$ cat src/rtl/cpu_pkg.sv
package cpu_pkg;
    localparam int XLEN        = 8;
    localparam int INSTR_W     = 32;
    localparam int NREGS       = 8;
    localparam int RIDX_W      = $clog2(NREGS);
    localparam int FETCH_BEATS = INSTR_W / XLEN;
    localparam int BEAT_W      = $clog2(FETCH_BEATS);

    localparam logic [5:0] OP_REG   = 6'h00;
    localparam logic [5:0] OP_JMP   = 6'h02;
    localparam logic [5:0] OP_BREQ  = 6'h04;
    localparam logic [5:0] OP_LDB   = 6'h20;
    localparam logic [5:0] OP_STB   = 6'h28;

    localparam logic [5:0] FN_ADD = 6'h20;
    localparam logic [5:0] FN_SUB = 6'h22;
    localparam logic [5:0] FN_AND = 6'h24;
    localparam logic [5:0] FN_OR  = 6'h25;
    localparam logic [5:0] FN_SLT = 6'h2A;

    typedef enum logic [2:0] {
        ALU_ADD, ALU_SUB, ALU_AND, ALU_OR, ALU_SLT
    } alu_op_e;

    typedef enum logic [3:0] {
        ST_FETCH, ST_DECODE, ST_ADDR, ST_LOAD, ST_LOADWB,
        ST_STORE, ST_EXEC, ST_EXECWB, ST_BRANCH, ST_JUMP
    } cpu_state_e;

    typedef struct packed {
        logic [5:0] op;
        logic [4:0] rs;
        logic [4:0] rt;
        logic [4:0] rd;
        logic [4:0] sh;
        logic [5:0] fn;
    } instr_t;

    typedef struct packed {
        logic fetch;
        logic decode;
        logic addr_calc;
        logic load_rd;
        logic store;
        logic exec;
        logic wb_mem;
        logic wb_alu;
        logic branch;
        logic jump;
    } ctrl_t;

    function automatic logic [15:0] imm_of(instr_t i);
        return {i.rd, i.sh, i.fn};
    endfunction

    function automatic alu_op_e alu_from_fn(logic [5:0] fn);
        case (fn)
            FN_SUB:  return ALU_SUB;
            FN_AND:  return ALU_AND;
            FN_OR:   return ALU_OR;
            FN_SLT:  return ALU_SLT;
            default: return ALU_ADD;
        endcase
    endfunction
endpackage

$ cat src/rtl/cpu_alu.sv
module cpu_alu
    import cpu_pkg::*;
#(
    parameter int W = XLEN
) (
    input  alu_op_e        op,
    input  logic [W-1:0]   a,
    input  logic [W-1:0]   b,
    output logic [W-1:0]   y
);
    always_comb begin
        case (op)
            ALU_SUB: y = a - b;
            ALU_AND: y = a & b;
            ALU_OR:  y = a | b;
            ALU_SLT: y = W'($signed(a) < $signed(b));
            default: y = a + b;
        endcase
    end
endmodule

$ cat src/rtl/cpu_regfile.sv
module cpu_regfile
    import cpu_pkg::*;
#(
    parameter int W  = XLEN,
    parameter int N  = NREGS,
    localparam int AW = $clog2(N)
) (
    input  logic          clk,
    input  logic          rst,
    input  logic [AW-1:0] ra1,
    input  logic [AW-1:0] ra2,
    output logic [W-1:0]  rd1,
    output logic [W-1:0]  rd2,
    input  logic          we,
    input  logic [AW-1:0] wa,
    input  logic [W-1:0]  wd
);
    logic [W-1:0] bank [N];

    // Entry 0 is never stored; it reads as zero
    always_ff @(posedge clk) begin
        for (int i = 0; i < N; i++) begin
            if (rst || i == 0)
                bank[i] <= '0;
            else if (we && wa == AW'(i))
                bank[i] <= wd;
        end
    end

    assign rd1 = (ra1 == '0) ? '0 : bank[ra1];
    assign rd2 = (ra2 == '0) ? '0 : bank[ra2];
endmodule

$ cat src/rtl/cpu_ctrl.sv
module cpu_ctrl
    import cpu_pkg::*;
(
    input  logic              clk,
    input  logic              rst,
    input  logic [5:0]        opcode,
    output ctrl_t             ctl,
    output logic [BEAT_W-1:0] beat
);
    localparam logic [BEAT_W-1:0] LAST_BEAT = BEAT_W'(FETCH_BEATS - 1);

    cpu_state_e state, state_nx;

    always_comb begin
        state_nx = state;
        case (state)
            ST_FETCH:  if (beat == LAST_BEAT) state_nx = ST_DECODE;
            ST_DECODE: begin
                case (opcode)
                    OP_LDB, OP_STB: state_nx = ST_ADDR;
                    OP_REG:         state_nx = ST_EXEC;
                    OP_BREQ:        state_nx = ST_BRANCH;
                    OP_JMP:         state_nx = ST_JUMP;
                    default:        state_nx = ST_FETCH;
                endcase
            end
            ST_ADDR:   state_nx = (opcode == OP_LDB) ? ST_LOAD : ST_STORE;
            ST_LOAD:   state_nx = ST_LOADWB;
            ST_EXEC:   state_nx = ST_EXECWB;
            default:   state_nx = ST_FETCH;
        endcase
    end

    always_ff @(posedge clk) begin
        if (rst) begin
            state <= ST_FETCH;
            beat  <= '0;
        end else begin
            state <= state_nx;
            if (state == ST_FETCH)
                beat <= (beat == LAST_BEAT) ? '0 : beat + 1'b1;
        end
    end

    always_comb begin
        ctl = '0;
        case (state)
            ST_FETCH:  ctl.fetch     = 1'b1;
            ST_DECODE: ctl.decode    = 1'b1;
            ST_ADDR:   ctl.addr_calc = 1'b1;
            ST_LOAD:   ctl.load_rd   = 1'b1;
            ST_LOADWB: ctl.wb_mem    = 1'b1;
            ST_STORE:  ctl.store     = 1'b1;
            ST_EXEC:   ctl.exec      = 1'b1;
            ST_EXECWB: ctl.wb_alu    = 1'b1;
            ST_BRANCH: ctl.branch    = 1'b1;
            ST_JUMP:   ctl.jump      = 1'b1;
            default:   ctl = '0;
        endcase
    end

    assert_reset_state_R1: assert property (@(posedge clk) disable iff (rst)
        $past(rst) |-> (state == ST_FETCH && beat == '0));

    assert_decode_after_fetch_R2: assert property (@(posedge clk) disable iff (rst)
        (state == ST_FETCH && beat == LAST_BEAT) |=> (state == ST_DECODE));
endmodule

$ cat src/rtl/byte_cpu.sv
module byte_cpu
    import cpu_pkg::*;
(
    input  logic                      clk,
    input  logic                      rst,
    output logic [cpu_pkg::XLEN-1:0]  mem_addr,
    output logic [cpu_pkg::XLEN-1:0]  mem_wdata,
    output logic                      mem_we,
    input  logic [cpu_pkg::XLEN-1:0]  mem_rdata
);
    ctrl_t              ctl;
    logic [BEAT_W-1:0]  beat;
    logic [INSTR_W-1:0] ir_word;
    instr_t             ins;
    logic [15:0]        imm;

    logic [XLEN-1:0] pc, a_q, b_q, alu_q, mdr_q, tgt_q;
    logic [XLEN-1:0] rd1, rd2, alu_b, alu_y, wb_data;
    logic [RIDX_W-1:0] wb_idx;
    alu_op_e alu_op;

    // Instruction register, one byte lane per fetch beat, low lane first
    for (genvar k = 0; k < FETCH_BEATS; k++) begin : g_lane
        logic [XLEN-1:0] lane_q;
        always_ff @(posedge clk) begin
            if (rst)
                lane_q <= '0;
            else if (ctl.fetch && beat == BEAT_W'(k))
                lane_q <= mem_rdata;
        end
        assign ir_word[k*XLEN +: XLEN] = lane_q;
    end

    assign ins = instr_t'(ir_word);
    assign imm = imm_of(ins);

    cpu_ctrl u_ctrl (
        .clk    (clk),
        .rst    (rst),
        .opcode (ins.op),
        .ctl    (ctl),
        .beat   (beat)
    );

    assign wb_idx  = ctl.wb_mem ? ins.rt[RIDX_W-1:0] : ins.rd[RIDX_W-1:0];
    assign wb_data = ctl.wb_mem ? mdr_q : alu_q;

    cpu_regfile #(.W(XLEN), .N(NREGS)) u_rf (
        .clk (clk),
        .rst (rst),
        .ra1 (ins.rs[RIDX_W-1:0]),
        .ra2 (ins.rt[RIDX_W-1:0]),
        .rd1 (rd1),
        .rd2 (rd2),
        .we  (ctl.wb_mem | ctl.wb_alu),
        .wa  (wb_idx),
        .wd  (wb_data)
    );

    assign alu_b  = ctl.addr_calc ? imm[XLEN-1:0] : b_q;
    assign alu_op = ctl.exec ? alu_from_fn(ins.fn) : ALU_ADD;

    cpu_alu #(.W(XLEN)) u_alu (
        .op (alu_op),
        .a  (a_q),
        .b  (alu_b),
        .y  (alu_y)
    );

    always_ff @(posedge clk) begin
        if (rst) begin
            pc    <= '0;
            a_q   <= '0;
            b_q   <= '0;
            alu_q <= '0;
            mdr_q <= '0;
            tgt_q <= '0;
        end else begin
            if (ctl.fetch)
                pc <= pc + 1'b1;
            if (ctl.decode) begin
                a_q   <= rd1;
                b_q   <= rd2;
                tgt_q <= pc + {imm[XLEN-3:0], 2'b00};
            end
            if (ctl.addr_calc || ctl.exec)
                alu_q <= alu_y;
            if (ctl.load_rd)
                mdr_q <= mem_rdata;
            if (ctl.branch && a_q == b_q)
                pc <= tgt_q;
            if (ctl.jump)
                pc <= {ir_word[XLEN-3:0], 2'b00};
        end
    end

    assign mem_addr  = ctl.fetch ? pc : alu_q;
    assign mem_wdata = b_q;
    assign mem_we    = ctl.store;

    assert_fetch_step_R2: assert property (@(posedge clk) disable iff (rst)
        ctl.fetch |=> (pc == $past(pc) + 1'b1));

    assert_single_strobe_R6: assert property (@(posedge clk) disable iff (rst)
        mem_we |=> !mem_we);

    assert_branch_hold_R7: assert property (@(posedge clk) disable iff (rst)
        (ctl.branch && a_q != b_q) |=> $stable(pc));

    assert_jump_aligned_R8: assert property (@(posedge clk) disable iff (rst)
        ctl.jump |=> (pc[1:0] == 2'b00));
endmodule

$ cat config.mk
export PLATFORM = sky130hd
export DESIGN_NAME = byte_cpu
export DESIGN_NICKNAME = d
export VERILOG_FILES = /design/src/rtl/cpu_pkg.sv /design/src/rtl/cpu_alu.sv /design/src/rtl/cpu_regfile.sv /design/src/rtl/cpu_ctrl.sv /design/src/rtl/byte_cpu.sv
export SDC_FILE = /design/constraint.sdc
export NUM_CORES = 1
export LEC_CHECK = 0
export BUFFER_PORTS_ARGS = -buffer_cell sky130_fd_sc_hd__clkbuf_2
export CAP_MARGIN = 10
export CORE_MARGIN = 2
export CORE_UTILIZATION = 36
export CTS_CLUSTER_DIAMETER = 50
export DETAILED_ROUTE_END_ITERATION = 10
export GPL_TIMING_DRIVEN = 0
export PLACE_DENSITY = 0.49
export SYNTH_ARGS = -nofsm -noshare
export SYNTH_HDL_FRONTEND = slang
export SYNTH_SLANG_ARGS = --single-unit
$ cat constraint.sdc
create_clock -name clk -period 4.9 [get_ports clk]
set_input_delay 0.98 -clock clk [delete_from_list [all_inputs] [get_ports clk]]
set_output_delay 0.98 -clock clk [all_outputs]
set_load 0.02 [all_outputs]
* Yosys cells after proc, flatten, opt, wreduce, memory -nomap -nowiden
Memory sizes are Yosys's and may differ from the RTL's. A register that Yosys moved wholly into a read port is not among the register bits.
Index checks and enable logic that the tools add are counted.
** Cells by class
- Order comparisons :: 1
- Bitwise operators :: 10
- Shift operators :: 0
- $mul :: 0
- Reductions and logical operators :: 20
- Div/mod/pow operators :: 0
- Add/sub/neg operators :: 5
- Eq/ne operators :: 33
- Mux-type cells :: 55
** Operators by type and width (count)
- $mux W8 :: 13
- $eq A6 B6 Y1 const B :: 6
- $mux W1 :: 33
- $pmux W8 S4 :: 1
- $pmux W4 S5 :: 1
- $add A8 B8 Y8 :: 2
- $eq A4 B3 Y1 const B :: 4
- $pmux W4 S4 :: 1
- $eq A3 B3 Y1 const B :: 5
- $eq A3 B2 Y1 const B :: 4
- $logic_and A1 B1 Y1 :: 12
- $pmux W3 S4 :: 1
- $mux W3 :: 3
- $add A8 B1 Y8 const B :: 1
- $and A8 B8 Y8 :: 1
- $eq A4 B2 Y1 const B :: 2
- $eq A4 B4 Y1 const B :: 2
- $eq A8 B8 Y1 :: 1
- $lt A8 B8 Y1 :: 1
- $or A1 B1 Y1 :: 8
- $or A8 B8 Y8 :: 1
- $sub A8 B8 Y8 :: 1
- $eq A3 B1 Y1 const B :: 2
- $eq A6 B2 Y1 const B :: 1
- 15 further kinds :: 17
** Storage, ports and cells
- Bits in registers :: 68
- Word-level logic and storage cells :: 136
- Latch bits :: 0
- RAM bits :: 64
- Memories kept :: 1
- Input port bits :: 10
- Memory bits (read-only) :: 0
** Memory list
- u_rf.bank :: words 8, width 8, read ports 2, clocked after memory_dff 2, write ports 8, RTL line cpu_regfile.sv:18 : logic [W-1:0] bank [N];

* Logic depth before layout (Yosys ltp)
- Depth after elaboration :: 9
- Gate-level depth with buffers :: 12

* Modules after synthesis
From an unflattened synthesis, not the netlist that was laid out.
** Unflattened totals
- Cells, all modules :: 817
- Area total of the unflattened synthesis :: 8187.9 um2
** By module, submodules not included
- byte_cpu :: cells an instance 353, area each 3369.5 um2, times used 1, seq. area each 1421.4 um2
- cpu_regfile :: cells an instance 253, area each 3255.6 um2, times used 1, seq. area each 1681.6 um2
- cpu_alu :: cells an instance 159, area each 1173.6 um2, times used 1, seq. area each 0.0 um2
- cpu_ctrl :: cells an instance 52, area each 389.1 um2, times used 1, seq. area each 120.1 um2

* Least setup slack after synthesis
OpenSTA, ideal clock, no wires.
- Kind :: flip-flop to flip-flop
- From :: reg u_ctrl.state[1]
- To :: reg alu_q[6]
- Buffers on the path :: 1
- Library setup time :: 135 ps
- Data arrival time :: 2957 ps
- Data required time :: 4765 ps
- Path slack :: 1808 ps
- Cell stages (with the launch flop) :: 12
- Clock period less this slack :: 3092 ps
- Cell sequence :: dfxtp_1 buf_6 nor4b_4 mux2_2 ha_1 fa_1 a21o_1 a21o_1 a31oi_1 xnor2_1 a211oi_1 a31oi_1
** On the way
- Cells in the longest elaborated chain, start to end :: 5
- Elaborated cells on any way between the ends :: 16
- Those cells by class :: add/sub: 2; eq/ne: 6; mux: 5; bitwise: 2; reduce/logical: 1
** RTL lines
- start, declared :: RTL line cpu_ctrl.sv:12 : cpu_state_e state, state_nx;
- start signal, assigned :: RTL line cpu_ctrl.sv:39 : state <= state_nx;
- $eq A4 B2 Y1 / $eq A4 B3 Y1 (equally long branches) :: RTL line cpu_ctrl.sv:47 : case (state)
- $mux W1 :: RTL line cpu_ctrl.sv:47
- $mux W8 / $mux W3 (equally long branches) :: RTL line byte_cpu.sv:60, byte_cpu.sv:61
- $add A8 B8 Y8 (tied with other cells) :: RTL line cpu_alu.sv:17 : default: y = a + b;
- $pmux W8 S4 :: RTL line cpu_alu.sv:12 : case (op)
- end signal, assigned :: RTL line byte_cpu.sv:87 : alu_q <= alu_y;
- end, declared :: RTL line byte_cpu.sv:17 : logic [XLEN-1:0] pc, a_q, b_q, alu_q, mdr_q, tgt_q;
Several ways; a longest one is shown, not always the timed one.
A chain may end at the register's enable or synchronous reset.

* Worst setup path in the final report
- From :: reg u_ctrl.state[0]
- To :: out mem_addr[1] (netlist bit)
** On the way
- Cells in the longest elaborated chain, start to end :: 3
** RTL lines
- $logic_not A4 Y1 :: RTL line cpu_ctrl.sv:47
- $mux W1 :: RTL line cpu_ctrl.sv:47
- $mux W8 :: RTL line byte_cpu.sv:97 : assign mem_addr = ctl.fetch ? pc : alu_q;
- end, declared :: RTL line byte_cpu.sv:6 : output logic [cpu_pkg::XLEN-1:0] mem_addr,
Every way passes these cells.

==> reports/metrics.yaml <==
synth_top_area_share_pct: 21.06
r2r_start: "u_ctrl.state[1]"
synthTopCellsByArea: "edfxtp_1 21%, dfxtp_1 19%, nand2_1 6.3%"
netlist_area_um2: 7984
r2r_slack_ns: 1.36
avgSynthCellArea_um2: 9.156
synth_top_family_by_area: "simple AND/OR/NAND/NOR gates"
cts_root_buffer: "clkbuf_16"
use_met1_pct: 30.19
synth_fa_ha_area_share_pct: 5.924
drv_cap: 0
post-place-ws_ns: 1.397
use_met3_pct: 4.139
yosysMostFrequentCell: "nand2_1"
peakVddDrop_mv: 0.2426
place.gp.congestion: 0.8929
netlist.top_cell.by_area: "edfxtp_1"
start_util_pct: 36.58
holdPathStages: 2
die_area_um2: 23380
p_per_area_nw_per_um2: 430.2
grt_max_degree: 17
antenna_found_initial: 0
fin_crit_ns: 3.875
drcViolationCount: 0
finalHoldViolCount: 0
outcome: "finished clean"
die_w_um: 152.9
fin_util_pct: 41.38
synth_edf_count: 56
rows: 54
ys_ff_latch: 133
dr.first_iter.drc_count: 366
synth-async-reset-ratio_pct: 0
dp_hpwl_mm: 19.20
die_h_um: 152.9
multiInputGateArea_um2: 4393
core_um2: 21820
vias_per_cell: 5.417
htreeDepth: 4
wl_per_cell_um: 20.79
fmax_ghz: 0.2581
cts_tree: "built"
routed_wl_mm: 25.15
n_antenna_cell: 0
critical_path_class: "flop to primary output"
hold_path_class: "flop to flop"
synth_xor_xnor_area_share_pct: 3.072
clkTransAtPathRegs_ns: 0.06
p_leak_uw: 0.003140
slew_headroom_pct: 19.69
synth_commonest_cells: "135 x nand2_1, 107 x nor2_1, 77 x dfxtp_1, 65 x a21oi_1, 56 x edfxtp_1"
grt_use_met2_pct: 35.90
skew_ns: 0.009645
crit_path_end_kind: "primary output"
vias: 6554
synth_fp_nets: 918
drive_above_1_share_pct: 12.69
arrival_ns: 2.89
fill_cells: 2230
crit_fanout: 10
syn_to_final_growth_pct: 13.12
clock_path_buffers: 2
yosysWarnings: 0
grt_pass1_vias: 6558
clock_sinks: 133
rsz0062_at_grt: "no"
total_power_uw: 3885
required_ns: 3.92
synth-simple-area-share_pct: 19.29
synth_mux_area_share_pct: 10.44
holdCritStartpoint: "g_lane[3].lane_q[2]"
drtAntennaViolNets: 0
nets: 963
ys_types: 72
grt_usage_pct: 22.02
portBuffers: 25
hold_end: "g_lane[3].lane_q[2]"
cts_setup_buffers: 0
worst_pin_slew_ns: 1.171
post_cts.resized_instances: 0
r2r_cells: 11
ys.flop_type: "dfxtp_1"
cts_hold_buf: 0
fin_crit_sh_pct: 79.08
grt_busiest_layer: "met2"
grt.overflow.total: 0
finalSetupViolCount: 0
regArea_um2: 3223
pin_count: 27
grt_pass1_wl_mm: 39.43
setup_tns_ns: 0
syn_inst: 872
maxSlewViolCount: 0
reg2reg_to: "alu_q[6]"
clock_latency_ns: 0.43
yosysSeqAreaShare_pct: 40.37
startpoint_type: "flop"
drt-pass1-iter-count: 5
setup_slack_ns: 1.025
synth_compound_area_share_pct: 16.30
cts_buffers: 17
## cell families (layout without fill, tap and decap cells)
group,Yosys count,in the layout
AND/OR/NAND/NOR,339,339
AO/OA/AOI/OAI,189,189
flip-flops,133,133
buffers and inverters,88,146
multiplexers,59,59
adder cells (fa/ha/maj),36,36
XOR/XNOR,28,28
## how the worst max path moves through the flow
stage / from / depth (start not counted) / to
after floorplan: u_ctrl.state[1] / 11 / alu_q[6]
after global placement: u_ctrl.state[1] / 11 / alu_q[6]
after detailed placement: u_ctrl.state[1] / 11 / alu_q[6]
after CTS: u_ctrl.state[0] / 8 / mem_addr[6]
after global routing: u_ctrl.state[0] / 8 / mem_addr[6]
final: u_ctrl.state[0] / 8 / mem_addr[1]
## through the flow
step | instances | cell area, µm² | hold slack [ns]
after floorplan | 872 | 7984 | 0.4315
after global placement | 1177 | 8459 | 0.4457
after detailed placement | 1177 | 8459 | 0.4485
after CTS | 1209 | 9024 | 0.4616
after global routing | 1210 | 9031 | 0.4767
final | 1210 | 9031 | 0.4593
## layout by cell type, fill, tap and decap left out, types with 10 or more instances in the layout
cell type / count
a211oi_1: 12
a21oi_1: 65
a221oi_1: 10
a31oi_1: 10
clkbuf_1: 37
clkbuf_16: 17
clkbuf_2: 25
dfxtp_1: 77
edfxtp_1: 56
ha_1: 33
inv_1: 38
mux2_2: 22
mux2i_1: 17
mux4_2: 16
nand2_1: 135
nand3_1: 34
nor2_1: 107
nor3_1: 16
o21ai_0: 20
xnor2_1: 20
## sequential cells by signal, summed over array words and instances (netlist names)
signal         cells
u_ctrl.state       4
mdr_q              8
a_q                8
u_ctrl.beat        2
tgt_q              8
mem_wdata          8
g_lane.lane_q     23
u_rf.bank         56
alu_q              8
pc                 8
## routing by layer
| layer | up-vias | wire length, µm |
|---|---|---|
| met2 | 146 | 11870 |
| met3 | 21 | 1019 |
| met1 | 3162 | 11850 |
| met5 | - | 0 |
| met4 | 0 | 413 |
| li1 | 3225 | - |
## worst max-delay path, stage by stage (launching register included)
cell and delay, ns:
dfxtp_1 0.30, buf_6 0.13, clkbuf_1 0.21, nor4_1 0.48, clkbuf_1 0.51, buf_1 0.46
nand2_1 0.11, nand2_1 0.08, clkbuf_2 0.17
## cell type report
type / count / share of cell area [%]
Inverter: 39 / 1.621
Multi-Input combinational cell: 651 / 48.64
Timing Repair Buffer: 26 / 1.469
Buffer: 49 / 2.452
Tap cell: 280 / 3.879
Clock buffer: 18 / 4.752
Sequential cell: 133 / 35.69
Clock inverter: 14 / 1.496
## where the power goes
part / total [µW] / switching, µW / internal (µW)
combinational: 1220 / 758 / 466
clock: 1240 / 495 / 743
sequential: 1420 / 158 / 1270
(Power assumes the default switching activity.)
